## src/rtl/mac_unit.sv

```systemverilog
module mac_unit #(
  parameter int OPW  = 16,
  parameter int ACCW = 32
) (
  input  logic            clk,
  input  logic            rst_n,
  input  logic            reg_we,
  input  logic [1:0]      reg_sel,
  input  logic [ACCW-1:0] reg_wdata,
  output logic [ACCW-1:0] reg_rdata,
  input  logic            op_valid,
  input  logic            op_acc,
  input  logic            op_sub,
  input  logic [OPW-1:0]  op_a,
  input  logic [OPW-1:0]  op_b,
  output logic [ACCW/2-1:0] acc_hi
);
  localparam int PW = 2*OPW + 2;
  localparam int SW = (PW > ACCW ? PW : ACCW) + 2;
  localparam int HW = ACCW/2;
  localparam logic [1:0] SEL_STAT = 2'd0, SEL_MASK = 2'd1, SEL_ACC = 2'd2;
  localparam logic [ACCW-1:0] SMAX = {1'b0, {(ACCW-1){1'b1}}};
  localparam logic [ACCW-1:0] SMIN = {1'b1, {(ACCW-1){1'b0}}};

  logic [7:0]      stat_q;
  logic [ACCW-1:0] mask_q, acc_q;

  wire m_uns  = stat_q[4];
  wire m_frac = stat_q[5];
  wire m_sat  = stat_q[6];
  wire m_rnd  = stat_q[7];
  wire is_signed = !m_uns || m_frac;

  wire wr_stat = reg_we && reg_sel == SEL_STAT;
  wire wr_mask = reg_we && reg_sel == SEL_MASK;
  wire wr_acc  = reg_we && reg_sel == SEL_ACC;

  // stage 1: product
  logic signed [OPW:0]  ea, eb;
  logic signed [PW-1:0] prod, p1_q;
  logic v1_q, acc1_q, sub1_q;

  assign ea   = {is_signed & op_a[OPW-1], op_a};
  assign eb   = {is_signed & op_b[OPW-1], op_b};
  assign prod = m_frac ? (PW'(ea * eb) <<< 1) : PW'(ea * eb);

  always_ff @(posedge clk or negedge rst_n)
    if (!rst_n) v1_q <= 1'b0;
    else        v1_q <= op_valid;

  always_ff @(posedge clk)
    if (op_valid) begin
      p1_q   <= prod;
      acc1_q <= op_acc;
      sub1_q <= op_sub;
    end

  // stage 2: accumulate
  logic signed [SW-1:0] base, addend, sum;
  logic                 ovf;
  logic [ACCW-1:0]      res;

  assign base   = !acc1_q ? '0 :
                  is_signed ? {{(SW-ACCW){acc_q[ACCW-1]}}, acc_q}
                            : {{(SW-ACCW){1'b0}}, acc_q};
  assign addend = {{(SW-PW){p1_q[PW-1]}}, p1_q};
  assign sum    = sub1_q ? base - addend : base + addend;
  assign ovf    = is_signed ? !(&sum[SW-1:ACCW-1] || !(|sum[SW-1:ACCW-1]))
                            : |sum[SW-1:ACCW];

  always_comb begin
    res = sum[ACCW-1:0];
    if (ovf && m_sat)
      res = is_signed ? (sum[SW-1] ? SMIN : SMAX)
                      : (sum[SW-1] ? '0 : '1);
  end

  always_ff @(posedge clk)
    if (wr_acc)    acc_q <= reg_wdata;
    else if (v1_q) acc_q <= res;

  always_ff @(posedge clk or negedge rst_n)
    if (!rst_n) begin
      stat_q <= '0;
      mask_q <= '1;
    end else begin
      if (wr_mask) mask_q <= reg_wdata;
      if (wr_stat)
        stat_q <= {reg_wdata[7:4], 1'b0, reg_wdata[2:0]};
      else if (wr_acc)
        stat_q[2:1] <= {reg_wdata[ACCW-1], reg_wdata == '0};
      else if (v1_q)
        stat_q[2:0] <= {res[ACCW-1], res == '0, stat_q[0] | ovf};
    end

  always_comb
    case (reg_sel)
      SEL_STAT: reg_rdata = {{(ACCW-8){1'b0}}, stat_q};
      SEL_MASK: reg_rdata = mask_q;
      SEL_ACC:  reg_rdata = acc_q;
      default:  reg_rdata = '0;
    endcase

  // rounded upper half
  logic [HW-1:0] rnd_t;
  assign rnd_t  = acc_q[ACCW-1:HW] + HW'(acc_q[HW-1]);
  assign acc_hi = !(m_frac && m_rnd) ? acc_q[ACCW-1:HW] :
                  (!acc_q[ACCW-1] && rnd_t[HW-1]) ? {1'b0, {(HW-1){1'b1}}} : rnd_t;


  mask_hold_chk: assert property (@(posedge clk) disable iff (!rst_n)
    !wr_mask |=> $stable(mask_q));

  acc_idle_chk: assert property (@(posedge clk) disable iff (!rst_n)
    (!v1_q && !wr_acc) |=> $stable(acc_q));

  v_sticky_chk: assert property (@(posedge clk) disable iff (!rst_n)
    (stat_q[0] && !wr_stat) |=> stat_q[0]);

  sat_clamp_chk: assert property (@(posedge clk) disable iff (!rst_n)
    (v1_q && ovf && m_sat && !wr_acc) |=>
      (acc_q == SMAX || acc_q == SMIN || acc_q == '0 || acc_q == '1));

  nz_flag_chk: assert property (@(posedge clk) disable iff (!rst_n)
    ((v1_q || wr_acc) && !wr_stat) |=>
      (stat_q[1] == (acc_q == '0) && stat_q[2] == acc_q[ACCW-1]));

  stat_pad_chk: assert property (@(posedge clk) disable iff (!rst_n)
    reg_sel == SEL_STAT |-> reg_rdata[ACCW-1:8] == '0 && !reg_rdata[3]);
endmodule

```

## config.mk

```make
export PLATFORM = sky130hd
export DESIGN_NAME = mac_unit
export DESIGN_NICKNAME = d
export VERILOG_FILES = /design/src/rtl/mac_unit.sv
export SDC_FILE = /design/constraint.sdc
export NUM_CORES = 1
export LEC_CHECK = 0
export BUFFER_PORTS_ARGS = -buffer_cell sky130_fd_sc_hd__buf_2
export CORE_ASPECT_RATIO = 1.1
export CORE_MARGIN = 2
export CORE_UTILIZATION = 55
export DETAILED_ROUTE_END_ITERATION = 10
export MAX_ROUTING_LAYER = met4
export PLACE_DENSITY = 0.73
export SYNTH_ARGS = -nofsm -noshare
export SYNTH_HDL_FRONTEND = slang
export SYNTH_SLANG_ARGS = --single-unit
```

## constraint.sdc

```tcl
create_clock -name clk -period 13.35 [get_ports clk]
set_clock_uncertainty 0.15 [all_clocks]
set_input_delay 2.67 -clock clk [delete_from_list [all_inputs] [get_ports clk]]
set_output_delay 2.67 -clock clk [all_outputs]
set_load 0.02 [all_outputs]
```

# Word-level counts from Yosys, hierarchy flattened
# Cells that the tools add are included.
dict set report op_classes {
  add_sub_neg 3
  multipliers 1
  n_eq_ne 3
  n_mux 18
  bitwise_logic 3
  n_reduce_logical 22
}
# operator n
set ops {}
lappend ops {{$mux 32} 6}
lappend ops {{$mux 36} 3}
lappend ops {{$pmux 32 s3} 1}
lappend ops {{$logic_not 32->1} 2}
lappend ops {{$add 36x34->36} 1}
lappend ops {{$sub 36x34->36} 1}
lappend ops {{$mul 17x17->34} 1}
lappend ops {{$mux 34} 1}
lappend ops {{$mux 16} 2}
lappend ops {{$add 16x1->16} 1}
lappend ops {{$logic_and 1x1->1} 6}
lappend ops {{$mux 3} 2}
lappend ops {{$reduce_and 5->1} 1}
lappend ops {{$reduce_or 5->1} 1}
lappend ops {{$logic_not 1->1} 4}
lappend ops {{$reduce_bool 2->1} 2}
lappend ops {{$reduce_or 4->1} 1}
lappend ops {{$reduce_bool 3->1} 1}
lappend ops {{$and 1x1->1} 2}
lappend ops {{$eq 2x1->1 const B} 1}
lappend ops {{$eq 2x2->1 const B} 1}
lappend ops {{$logic_not 2->1} 1}
lappend ops {{$logic_or 1x1->1} 2}
lappend ops {{$mux 1} 2}
lappend ops {{other kinds (4)} 4}
dict set report totals {
  register_bits 108
  out_inout_bits 48
  wordCells 60
}

# Longest topological paths before layout
dict set report depth {
  word_depth 17
  ltp_mapped 31
  depth_no_buf 30
}

# Worst setup path after synthesis
# OpenSTA, ideal clock, no wires.
dict set report synth_timing {
  path_kind {input to register}
  start {input op_b[7]}
  end {register p1_q[26] (data pin)}
  setup_ns 0.260
  arrival_time_ns 8.691
  setup_slack_ns 4.249
  path_stages 23
  path_buffers 2
  cell_sequence {clkbuf_1 > clkbuf_1 > nand2_1 > fa_1 > inv_1 > fa_1 > fa_1 > inv_1 > fa_1 > fa_1 > inv_1 > fa_1 > ha_1 > nor2b_1 > a2111oi_0 > o21ai_0 > o21ai_0 > nand2b_1 > a31oi_1 > o21ai_0 > a31oi_1 > xnor2_1 > mux2_2}
}
dict set report synth_between {
  elab_chain_cells 2
}
# element line_no
set synth_rtl {}
lappend synth_rtl {{start: declaration} 15} ;# input logic [OPW-1:0] op_b,
lappend synth_rtl {{$mul 17x17->34} 45} ;# assign prod = m_frac ? (PW'(ea * eb) <<< 1) : PW'(ea * eb);
lappend synth_rtl {{$mux 34} 45}
lappend synth_rtl {{named net prod[26]} 40} ;# logic signed [PW-1:0] prod, p1_q;
lappend synth_rtl {{end signal: assignment} 53} ;# p1_q <= prod;
lappend synth_rtl {{end: declaration} 40}
# The timed path passes the listed nets, and every way through them passes these cells.
# A chain may end at the register's enable or synchronous reset.

# Worst setup path after layout
dict set report layout_timing {
  start {input op_a[15]}
  end {register p1_q[33] (data pin)}
}
dict set report layout_between {
  elab_chain_cells 3
}
# element line_no
set layout_rtl {}
lappend layout_rtl {{start: declaration} 14} ;# input logic [OPW-1:0] op_a,
lappend layout_rtl {{$and 1x1->1} 43} ;# assign ea = {is_signed & op_a[OPW-1], op_a};
lappend layout_rtl {{$mul 17x17->34 *} 45}
lappend layout_rtl {{$mux 34 *} 45}
lappend layout_rtl {{named net prod[33]} 40}
# The timed path passes the listed nets; every way through them passes the cells marked *.

==> flow_summary.toml <==
[timing]
worst_pin_slew_ns = 1.274
final-hold-violation-count = 0
slew_violations = 0
layout_min_cycle_time_ns = 9.765
maxClockFrequency_ghz = 0.1024
hold_ws_ns = 0.3585
min_period_over_period = 0.7315
setup_viol = 0
relSlewSlack = 0.1466
rsz0062_at_grt = "no"
finalSetupTns_ns = 0
setup_ws_ns = 3.585

[clocking]
root_buffer = "clkbuf_16"
cts.clk_slew.worst_paths_ns = 0.08
cts_setup_buffers = 0
htree_levels = 3
cts_sinks = 108
cts_hold_buffers = 0
cts_buffers = 9
clock_path_buffers = 2
post_cts_resized = 0
insertion_delay_ns = 0.38
cts_tree = "done"

[grt]
use_met3 = 0.02377
grt_util_met2 = 0.4762
grt_pass1_vias = 16183
grt_remaining_overflow = 0
grt.total_usage = 0.2700
top_usage_layer = "met2"
grt_use_met1 = 0.3284
antenna_found_initial = 0
grt_max_degree = 50
grt_first_pass_wirelength_um = 78010

[critical_path]
r2r_slack_ns = 4.20
r2r_start = "stat_q[5]$_DFFE_PN0P_"
cp-end-kind = "flip-flop"
cp_slowest_cell = "nor2b_1"
critPathRequiredTime_ns = 13.41
critPathMaxStageDelay_ns = 0.67
r2r_cells = 30
crit_buf_inv = 6
crit_fanout = 23
cp_common_cell = "fa_1"
crit_arrival_ns = 9.83
start_kind = "input pin"
crit_family = "adder cells"
reg2reg_to = "p1_q[33]$_DFFE_PP_"
worstSetupPathType = "input pin to flip-flop"

[synth]
async_flop_share = 0.3704
synth_area_sq_um = 19390
synth-edff-count = 68
yosysUniqueCellTypes = 78
yosys_warnings = 0
syn_avg_cell_area_sq_um = 8.988
syn_nets = 2651
seq_area_frac_synth = 0.1590
ys_ff_latch = 108
synth_cells = 2157
yosys_most_used_dff = "edfxtp_1"

[routing]
first_pass_iters = 6
wl_per_cell_um = 17.52
vias = 15136
ant_nets = 0
drc = 0
avgViaCountPerCell = 5.703
routed_wl_um = 46510
drtIter0Drc = 861

[final_layout]
num-nets-final = 2699
final_cell_mix = "inv_1 (353), fa_1 (297), nand2_1 (293)"
syn_to_final_growth_pct = 6.015
fin_cells = 2654
mostFrequentLayoutCell = "inv_1"
antenna_cells = 0
drive_gt1_frac = 0.1118

[min_path]
hold_path_depth = 1
hold_path.class = "flip-flop to flip-flop"
holdPathEnd = "stat_q[0]$_DFFE_PN0P_"
hold_start = "stat_q[0]$_DFFE_PN0P_"

[floorplan]
dieArea_sq_um = 36770
rows = 72
die_h_um = 200.9
die_w_um = 183.0
initial_core_util = 0.5547
io_pins = 120
core_sq_um = 34950

[placed_design]
place.gp.congestion = 0.9405
placed_cells = 2638
place.port_buffers = 119
dpl_worst_slack_ns = 3.247
dp_hpwl_um = 38590

[run]
cap_violations = 0

[outcome]
status = "completed"
==> sequential cells by signal, indices dropped and copies added, names as in the netlist <==
| name | count |
|---|---|
| p1_q | 34 |
| acc_q | 32 |
| mask_q | 32 |
| stat_q | 7 |
| acc1_q | 1 |
| sub1_q | 1 |
| v1_q | 1 |
==> layout make-up <==
| type | count | area (sq um) |
|---|---|---|
| fillers | 3063 | 14400 |
| repair buffers | 126 | 648.1 |
| multi-input cells | 1607 | 14640 |
| clock buffers | 9 | 225.2 |
| well taps | 444 | 555.5 |
| inverters | 353 | 1325 |
| flip-flops and latches | 108 | 3083 |
| clock inverters | 7 | 81.33 |
==> stage by stage <==
step                        util  instance area, sq um
after floorplan                -                 19390
after global placement    0.5793                 20250
after detailed placement  0.5793                 20250
after CTS                 0.5880                 20550
after global routing      0.5880                 20550
final                     0.5880                 20550
==> cell usage after synthesis (all sizes together), types with 15 or more instances <==
library cell	n	share of area
edfxtp	68	0.11
inv	353	0.068
clkbuf	78	0.015
mux2	50	0.029
nor4	21	0.0076
xor2	32	0.014
a22o	25	0.011
nand3	19	0.0054
nor3	29	0.0075
o21ai	52	0.013
nor2	105	0.020
dfstp	32	0.043
a21oi	85	0.022
nand2	294	0.057
a31oi	32	0.010
fa	297	0.31
and3	15	0.0050
ha	125	0.081
xnor2	80	0.036
a21o	29	0.011
nand2b	16	0.0052
and2	156	0.050
==> routing by layer <==
layer	up-vias	share of wire
met1	7543	0.42
met5	-	0
met2	479	0.51
li1	7034	-
met3	80	0.043
met4	0	0.026
==> worst max-delay path by stage <==
stage	start	endpoint	slack [ns]	cells past startpoint
2_1_floorplan	op_b[7]	p1_q[26]$_DFFE_PP_	4.25	23
3_3_place_gp	op_a[15]	p1_q[33]$_DFFE_PP_	3.46	27
3_5_place_dp	op_a[15]	p1_q[33]$_DFFE_PP_	3.25	27
4_1_cts	op_a[15]	p1_q[33]$_DFFE_PP_	3.62	27
5_1_grt	op_a[15]	p1_q[33]$_DFFE_PP_	3.03	27
6_report	op_a[15]	p1_q[33]$_DFFE_PP_	3.59	27
==> kinds of logic after synthesis <==
family	after synthesis	synth area share
AO/OA/AOI/OAI	302	0.1031
XOR/XNOR	112	0.05060
buffers and inverters	442	0.08622
AND/OR/NAND/NOR	710	0.1788
flip-flops	108	0.1590
multiplexers	61	0.03491
adder cells (fa/ha/maj)	422	0.3874
Power is not shown: default switching activity piles up to over one toggle a cycle in this logic, so the estimate is an artifact.
